===== src/rtl/ilv_pkg.sv =====
package ilv_pkg;
  localparam int NBANK        = 2;
  localparam int BANK_SEL_BIT = 3;
  localparam int WORD_LSB     = BANK_SEL_BIT + 1;
  typedef logic [NBANK-1:0] bank_vec_t;
endpackage


===== src/rtl/ilv_bank_timer.sv =====
module ilv_bank_timer #(
  parameter int T_ACC = 4,
  parameter int T_RP  = 3
) (
  input  logic clk,
  input  logic rst_n,
  input  logic issue,
  input  logic issue_rd,
  output logic idle,
  output logic path_hold,
  output logic done_rd
);
  localparam int AW = $clog2(T_ACC + 1);
  localparam int PW = (T_RP > 1) ? $clog2(T_RP) : 1;

  logic [AW-1:0] acc_q, acc_d;
  logic [PW-1:0] pre_q, pre_d;
  logic          rd_q, rd_d;

  always_comb begin
    acc_d = acc_q;
    pre_d = pre_q;
    rd_d  = rd_q;
    if (issue) begin
      acc_d = AW'(T_ACC);
      rd_d  = issue_rd;
    end else if (acc_q != '0) begin
      acc_d = acc_q - 1'b1;
      if (acc_q == AW'(1)) pre_d = PW'(T_RP - 1);
    end else if (pre_q != '0) begin
      pre_d = pre_q - 1'b1;
    end
  end

  always_ff @(posedge clk or negedge rst_n) begin
    if (!rst_n) begin
      acc_q <= '0;
      pre_q <= '0;
      rd_q  <= 1'b0;
    end else begin
      acc_q <= acc_d;
      pre_q <= pre_d;
      rd_q  <= rd_d;
    end
  end

  assign idle      = (acc_q == '0) && (pre_q == '0);
  assign path_hold = (acc_q > AW'(1));
  assign done_rd   = (acc_q == AW'(1)) && rd_q;

  // a bank is only given new work when fully recovered
  p_issue_when_idle_r3: assert property (@(posedge clk) disable iff (!rst_n)
    issue |-> idle);
  // recovery never overlaps the access phase of the same bank
  p_pre_after_acc_r3: assert property (@(posedge clk) disable iff (!rst_n)
    (pre_q != '0) |-> (acc_q == '0));
endmodule


===== src/rtl/ilv_issue.sv =====
module ilv_issue
  import ilv_pkg::*;
#(
  parameter int ADDR_W = 16,
  parameter int DATA_W = 64
) (
  input  logic                   clk,
  input  logic                   rst_n,
  input  logic                   req_valid,
  input  logic [ADDR_W-1:0]      req_addr,
  input  logic                   req_we,
  input  logic [DATA_W-1:0]      req_wdata,
  input  bank_vec_t              bank_idle,
  input  bank_vec_t              path_hold,
  output logic                   req_ready,
  output bank_vec_t              issue,
  output logic                   issue_rd,
  output bank_vec_t              cmd_valid,
  output logic [ADDR_W-WORD_LSB-1:0] cmd_addr,
  output logic                   cmd_we,
  output logic [DATA_W-1:0]      cmd_wdata
);
  logic                   tgt;
  logic                   fire;
  logic [2:0]             unused_byte_lane;

  assign tgt              = req_addr[BANK_SEL_BIT];
  assign unused_byte_lane = req_addr[2:0];
  assign req_ready        = bank_idle[tgt] && !(|path_hold);
  assign fire             = req_valid && req_ready;
  assign issue_rd         = !req_we;

  always_comb begin
    issue = '0;
    if (fire) issue[tgt] = 1'b1;
  end

  bank_vec_t                   vld_q;
  logic [ADDR_W-WORD_LSB-1:0]  addr_q;
  logic                        we_q;
  logic [DATA_W-1:0]           wdata_q;

  always_ff @(posedge clk or negedge rst_n) begin
    if (!rst_n) begin
      vld_q   <= '0;
      addr_q  <= '0;
      we_q    <= 1'b0;
      wdata_q <= '0;
    end else begin
      vld_q <= issue;
      if (fire) begin
        addr_q  <= req_addr[ADDR_W-1:WORD_LSB];
        we_q    <= req_we;
        wdata_q <= req_wdata;
      end
    end
  end

  assign cmd_valid = vld_q;
  assign cmd_addr  = addr_q;
  assign cmd_we    = we_q;
  assign cmd_wdata = wdata_q;

  // a command reaches at most one bank per cycle
  p_one_cmd_r2: assert property (@(posedge clk) disable iff (!rst_n)
    $onehot0(cmd_valid));

  generate
    for (genvar b = 0; b < NBANK; b++) begin : g_pulse
      // a bank command is a single-cycle pulse
      p_cmd_pulse_r2: assert property (@(posedge clk) disable iff (!rst_n)
        cmd_valid[b] |=> !cmd_valid[b]);
    end
  endgenerate
endmodule


===== src/rtl/ilv_resp.sv =====
module ilv_resp
  import ilv_pkg::*;
#(
  parameter int DATA_W = 64
) (
  input  logic              clk,
  input  logic              rst_n,
  input  bank_vec_t         done_rd,
  input  logic [DATA_W-1:0] bank0_rdata,
  input  logic [DATA_W-1:0] bank1_rdata,
  output logic              rsp_valid,
  output logic [DATA_W-1:0] rsp_data,
  output logic              rsp_bank
);
  logic              any_done;
  logic              sel;
  logic [DATA_W-1:0] data_d;

  assign any_done = |done_rd;
  assign sel      = done_rd[1];
  assign data_d   = sel ? bank1_rdata : bank0_rdata;

  logic              vld_q;
  logic [DATA_W-1:0] data_q;
  logic              bank_q;

  always_ff @(posedge clk or negedge rst_n) begin
    if (!rst_n) begin
      vld_q  <= 1'b0;
      data_q <= '0;
      bank_q <= 1'b0;
    end else begin
      vld_q <= any_done;
      if (any_done) begin
        data_q <= data_d;
        bank_q <= sel;
      end
    end
  end

  assign rsp_valid = vld_q;
  assign rsp_data  = data_q;
  assign rsp_bank  = bank_q;

  // two reads never finish in the same cycle, so order is kept
  p_one_done_r6: assert property (@(posedge clk) disable iff (!rst_n)
    $onehot0(done_rd));
endmodule


===== src/rtl/ilv_sched.sv =====
module ilv_sched
  import ilv_pkg::*;
#(
  parameter int ADDR_W = 16,
  parameter int DATA_W = 64,
  parameter int T_ACC  = 4,
  parameter int T_RP   = 3
) (
  input  logic                       clk,
  input  logic                       rst_n,
  input  logic                       req_valid,
  output logic                       req_ready,
  input  logic [ADDR_W-1:0]          req_addr,
  input  logic                       req_we,
  input  logic [DATA_W-1:0]          req_wdata,
  output logic [1:0]                 bank_cmd_valid,
  output logic [ADDR_W-WORD_LSB-1:0] bank_addr,
  output logic                       bank_we,
  output logic [DATA_W-1:0]          bank_wdata,
  input  logic [DATA_W-1:0]          bank0_rdata,
  input  logic [DATA_W-1:0]          bank1_rdata,
  output logic                       rsp_valid,
  output logic [DATA_W-1:0]          rsp_data,
  output logic                       rsp_bank
);
  logic [1:0] rst_sync_q;
  logic       rst_core_n;

  always_ff @(posedge clk or negedge rst_n) begin
    if (!rst_n) rst_sync_q <= '0;
    else        rst_sync_q <= {rst_sync_q[0], 1'b1};
  end
  assign rst_core_n = rst_sync_q[1];

  bank_vec_t issue, bank_idle, path_hold, done_rd;
  logic      issue_rd;

  ilv_issue #(.ADDR_W(ADDR_W), .DATA_W(DATA_W)) u_issue (
    .clk       (clk),
    .rst_n     (rst_core_n),
    .req_valid (req_valid),
    .req_addr  (req_addr),
    .req_we    (req_we),
    .req_wdata (req_wdata),
    .bank_idle (bank_idle),
    .path_hold (path_hold),
    .req_ready (req_ready),
    .issue     (issue),
    .issue_rd  (issue_rd),
    .cmd_valid (bank_cmd_valid),
    .cmd_addr  (bank_addr),
    .cmd_we    (bank_we),
    .cmd_wdata (bank_wdata)
  );

  generate
    for (genvar b = 0; b < NBANK; b++) begin : g_bank
      ilv_bank_timer #(.T_ACC(T_ACC), .T_RP(T_RP)) u_timer (
        .clk       (clk),
        .rst_n     (rst_core_n),
        .issue     (issue[b]),
        .issue_rd  (issue_rd),
        .idle      (bank_idle[b]),
        .path_hold (path_hold[b]),
        .done_rd   (done_rd[b])
      );
    end
  endgenerate

  ilv_resp #(.DATA_W(DATA_W)) u_resp (
    .clk         (clk),
    .rst_n       (rst_core_n),
    .done_rd     (done_rd),
    .bank0_rdata (bank0_rdata),
    .bank1_rdata (bank1_rdata),
    .rsp_valid   (rsp_valid),
    .rsp_data    (rsp_data),
    .rsp_bank    (rsp_bank)
  );

  // the shared access path is held by at most one bank
  p_path_excl_r4: assert property (@(posedge clk) disable iff (!rst_core_n)
    $onehot0(path_hold));
  // no bank command and no response while in reset
  p_quiet_reset_r7: assert property (@(posedge clk)
    !rst_core_n |-> (bank_cmd_valid == 2'b00) && !rsp_valid);
endmodule


===== config.mk =====
export PLATFORM = sky130hd
export DESIGN_NAME = ilv_sched
export DESIGN_NICKNAME = d
export VERILOG_FILES = /design/src/rtl/ilv_pkg.sv /design/src/rtl/ilv_bank_timer.sv /design/src/rtl/ilv_issue.sv /design/src/rtl/ilv_resp.sv /design/src/rtl/ilv_sched.sv
export SDC_FILE = /design/constraint.sdc
export NUM_CORES = 1
export LEC_CHECK = 0
export BUFFER_PORTS_ARGS = -buffer_cell sky130_fd_sc_hd__buf_2
export CORE_AREA = 2 2 140 142
export DETAILED_ROUTE_END_ITERATION = 8
export DIE_AREA = 0 0 142 144
export PLACE_DENSITY = 0.66
export SYNTH_ARGS = -nofsm -noshare
export SYNTH_HDL_FRONTEND = slang
export SYNTH_SLANG_ARGS = --single-unit
export TNS_END_PERCENT = 20

===== constraint.sdc =====
create_clock -name clk -period 13.5 [get_ports clk]
set_input_delay 2.025 -clock clk [delete_from_list [all_inputs] [get_ports clk]]
set_output_delay 2.025 -clock clk [all_outputs]
set_load 0.03 [all_outputs]

# --- After elaboration in Yosys (flattened, before gate mapping) ---
# Index checks and enable logic that the tools add are counted.
word_totals:
  word_cells: 69
  reg_bits: 159
classes:
  eq_ne: 4
  addsub: 4
  mux: 16
  n_lt_le_gt_ge: 4
  bitwise_logic: 2
  n_reduce_logical: 25
op_table:
  columns: ["operator", "count"]
  rows:
  - ["$mux 64", 1]
  - ["$mux 2", 7]
  - ["$mux 3", 4]
  - ["$reduce_bool 2->1", 6]
  - ["$logic_and 1x1->1", 7]
  - ["$eq 3x1->1 const B", 2]
  - ["$gt 3x1->1 const B", 2]
  - ["$logic_not 3->1", 2]
  - ["$reduce_and 3->1", 2]
  - ["$reduce_bool 3->1", 2]
  - ["$sub 3x1->3 const B", 2]
  - ["$logic_not 2->1", 2]
  - ["$ne 2x2->1 const B", 2]
  - ["$reduce_or 2->1", 2]
  - ["$sub 2x1->2 const B", 2]
  - ["$mux 1", 3]
  - ["$logic_not 1->1", 2]
  - ["$lt 1x2->1 const B", 1]
  - ["$not 1->1", 2]
  - ["$demux 1 s1", 1]
  - ["$ge 1x1->1 const B", 1]

# --- Logic depth before layout (Yosys ltp) ---
logic_depth:
  word_depth: 9
  mapped_depth: 8
  mapped_depth_nobuf: 7

# --- Hierarchy ---
# Synthesis repeated with hierarchy kept, for this count alone.
unflattened:
  hier_cells: 529
  area_unflattened_um2: 6905.4
by_module_without_submodules:
  columns: ["mod", "n_inst", "area_per_inst_um2", "cells_each", "seq_area_each_um2"]
  rows:
  - ["ilv_resp", 1, 3065.4, 283, 1651.6]
  - ["ilv_issue", 1, 3017.9, 171, 1976.9]
  - ["ilv_bank_timer", 2, 384.1, 36, 150.1]
  - ["ilv_sched", 1, 53.8, 3, 50.0]

# --- Worst setup path after synthesis ---
# Ideal clock, no wire load.
synth_path:
  path_type: "input -> output"
  from: "input req_addr[3]"
  to: "output req_ready"
  n_path_buf: 0
  setup_slack_ns: 8.736
  required_time_ns: 11.475
  arrival_ns: 2.739
  path_stages: 3
  cell_sequence: "nand4bb_1 a2bb2oi_2 and2_1"
synth_via:
  elab_chain_len: 3
synth_rtl:
  columns: ["item", "line_no", "text"]
  rows:
  - ["from (decl)", "ilv_sched.sv:13", "input logic [ADDR_W-1:0] req_addr,"]
  - ["$mux 1 (implied by the code) (2 in a row)", "ilv_issue.sv:29", "assign req_ready = bank_idle[tgt] && !(|path_hold);"]
  - ["$logic_and 1x1->1", "ilv_issue.sv:29", null]
  - ["to (decl)", "ilv_sched.sv:12", "output logic req_ready,"]
# No other way between the ends. The select of a mux whose other input is x is not followed.

# --- Final worst setup path ---
# Same ends and word-level chain as after synthesis.

==> key figures <==
STA
  • Pins Over Slew Limit: 0
  • Worst Tran Pin Value: between 1 and 1.5 ns
  • Fin Setup TNS: 0 ns
  • Min cycle time layout: 5.02 ns
  • Layout Skew: ~0.012 ns
  • Tcrit/Tclk final: 37.2%
  • RSZ-0062 raised after global routing: no
  • Final setup fails: 0
  • Worst rel slew slack: between 20% and 30%
  • Top achievable clock speed: about 200 MHz
  • Final hold vios: 0

Clocking
  • Worst skew pair latency: approximately 0.42 ns
  • CTS resizes: 0
  • # Post-CTS Setup Buffers: 0
  • Number of buffers created by CTS: 17
  • Clk sinks: 159
  • CTS H-Tree Depth: 4
  • Root Buffer: clkbuf_16
  • Max clock buf depth: 2
  • CTS tree: yes
  • Post-CTS Hold Fix Bufs: 0
  • Clock transition at path regs: around 0.070 ns

Synthesis
  • Syn nets: between 700 and 800
  • Synth unique cells: 33
  • Sequential element share of the synthesized area: around three fifths
  • Mapped Area: around 6800 sq um
  • Syn Area/Cell: 12.7 sq um
  • Cells after Synth: around 540
  • Synth warn: 0
  • FF+latch count, synth: about 160

Final layout
  • Commonest cells after routing, fill and taps aside: buf_2, dfrtp_1, nand2_1, mux2i_1, o21ai_0
  • Commonest non-fill, non-tap cell in the layout: buf_2
  • Antenna diode instance count: 0
  • Design area: between 9000 and 10000 sq um
  • Area of the multi-input gates: 2640 sq um
  • NumNets Final: around 1.1k
  • Register area: about 4000 sq um
  • Synth-to-layout area growth: 38.3%
  • Share of layout cells above drive strength 1: 52.8%
  • Fillers: 1747

Job
  • Max Cap Viol: 0

Setup path
  • Reg2reg setup slack: ~11 ns
  • Worst Path Max Fanout: 6
  • WP data required: ~11 ns
  • R2R cell count: 5
  • Crit path DAT: ~3.0 ns
  • Reg2reg start: g_bank[1].u_timer.acc_q[1]
  • Element type at the critical path end: output port
  • Crit Path Class: in2out
  • Critical Path Source Type: primary input
  • RR Endpoint: u_resp.rsp_data[39]

Drt
  • Detailed Route Iter0 Violations: between 200 and 250
  • Drt wl/cell: around 15 um
  • Via count: between 5k and 6k
  • Routed wire length: about 18000 um
  • Drc violations: 0
  • Final ANT Viol Nets: 0
  • DR pass1 iterations: 4
  • Via density: between 4 and 5

Die
  • Initial core utilization: ~36%
  • CORE AREA: 19100 sq um
  • Die area: around 20000 sq um
  • Horiz. Die Dim: between 100 and 150 um
  • Boundary Pins: between 300 and 400
  • Die Y: 144 um
  • Site Rows: 51

GRT
  • First-pass GRT wire length: 26600 um
  • Met2 Track Usage GR: between 20% and 30%
  • Met3 usage: between 6 and 7%
  • Vias in the first global route: about 5.3k
  • GRT met1 Usage: 19.0%
  • Largest net degree at the start of global routing: approximately 120
  • Layer with the highest usage: met2
  • GRT Util Overall: around 17%
  • Initial antenna violation count: 0
  • Total congestion overflow: 0

Placed design
  • Port bufs: ~350
  • Routability cong.: between 0.7 and 0.8
  • DP HPWL: approximately 13000 um
  • Cell Area, Placed: 8780 sq um

Pwr
  • Clock power frac: a little under a quarter
  • Static leakage: around 5.3 nW
  • VDD IR-drop max: between 0.0001 and 0.00015 V
  • Comb pwr share: around 44%
  • Sequential power share: 33.0%
  • Switching Power: about 0.99 mW
  • Power density over the cells: ~250 nW/um^2
  • P_int: 1.37 mW
  • Sw Share: 42.0%

Outcome
  • Outcome: finished clean

Worst hold path
  • Hold WC Path Type: reg2async
[worst max path at each step]
stage               cells after the start           from                          to
global placement                        5    req_addr[3]                   req_ready
global route                            5    req_addr[3]                   req_ready
finish                                  5    req_addr[3]                   req_ready
detailed placement                      5    req_addr[3]                   req_ready
floorplan                               0  rst_sync_q[1]  g_bank[0].u_timer.acc_q[0]
CTS                                     5    req_addr[3]                   req_ready
[critical path, cell delays in order]
cell	delay, ns
buf_2	0.13
nand4bb_1	0.19
a2bb2oi_2	0.29
and2_1	0.16
buf_2	0.19
[through the flow]
stage	util [%]	hold WS [ns]	worst slack (ns)	total power, mW	std cells
floorplan	-	0.331	8.74	1.52	537
global placement	46.0	0.231	8.48	1.82	1103
detailed placement	46.0	0.234	8.48	1.84	1103
CTS	49.5	0.230	8.48	2.39	1135
global route	49.5	0.246	8.40	2.51	1135
finish	49.5	0.219	8.48	2.36	1135
[power by group through the flow]
stage,clock network (mW),registers (mW),logic [mW]
5_1_grt,0.574,0.803,1.13
2_1_floorplan,0,1.13,0.394
3_5_place_dp,0,0.786,1.06
3_3_place_gp,0,0.779,1.04
6_report,0.537,0.777,1.04
4_1_cts,0.549,0.780,1.06
[Yosys cell counts]
cell type | number | area, sq um
a2bb2oi_2 | 1 | 15.0
o21ai_0 | 65 | 325
nand2b_1 | 1 | 6.26
nand4_1 | 2 | 12.5
nand3_2 | 1 | 10.0
nor3b_1 | 1 | 7.51
buf_2 | 15 | 75.1
nor3_1 | 2 | 10.0
nor2b_1 | 1 | 6.26
inv_1 | 15 | 56.3
o21ba_2 | 1 | 10.0
nand3b_1 | 2 | 15.0
a22o_1 | 2 | 17.5
mux2_4 | 30 | 450
nor2_1 | 13 | 48.8
buf_1 | 1 | 3.75
clkbuf_1 | 11 | 41.3
nand2_1 | 70 | 263
a221oi_1 | 1 | 8.76
mux2_2 | 47 | 529
and3_1 | 1 | 6.26
ha_1 | 8 | 100
buf_6 | 4 | 45.0
conb_1 | 1 | 3.75
nand4b_1 | 1 | 8.76
xnor2_1 | 2 | 17.5
o22ai_1 | 2 | 12.5
a21oi_1 | 5 | 25.0
dfrtp_1 | 159 | 3980
mux2i_1 | 68 | 681
and2_1 | 2 | 12.5
nand4bb_1 | 1 | 11.3
nor3_2 | 1 | 10.0
[final cells by class]
cell class / instances / area share (%)
clock buffer: 18 / 4.65
clock inverter: 14 / 2.29
inverter: 15 / 0.597
multi-input combinational: 332 / 27.9
sequential: 159 / 42.2
tap: 238 / 3.16
timing repair buffer: 359 / 19.2
[routing by layer]
metal / wire, um / up-vias / share of wire [%]
met5: 0 / - / 0
met1: 7010 / 2480 / 40
met4: 322 / 0 / 1.8
met2: 8730 / 236 / 50
met3: 1530 / 21 / 8.7
li1: - / 2534 / -
[flip-flops by register name, indices dropped and copies added (netlist names)]
| register | count |
|---|---|
| u_issue.cmd_wdata | 64 |
| u_resp.rsp_data | 64 |
| u_issue.cmd_addr | 12 |
| g_bank.u_timer.acc_q | 6 |
| g_bank.u_timer.pre_q | 4 |
| g_bank.u_timer.rd_q | 2 |
| rst_sync_q | 2 |
| u_issue.cmd_valid | 2 |
| u_issue.cmd_we | 1 |
| u_resp.rsp_bank | 1 |
| u_resp.rsp_valid | 1 |
[cells by family after synthesis]
kind of cell	count (synthesis)	share of synthesized area [%]
compound gates	77	6.07
simple gates	99	6.27
other cells	1	0.0550
buf+inv	46	3.25
fa+ha+maj	8	1.47
flops	159	58.3
xor+xnor	2	0.257
mux	145	24.3
Note: power is estimated with default switching activity, not from simulation.
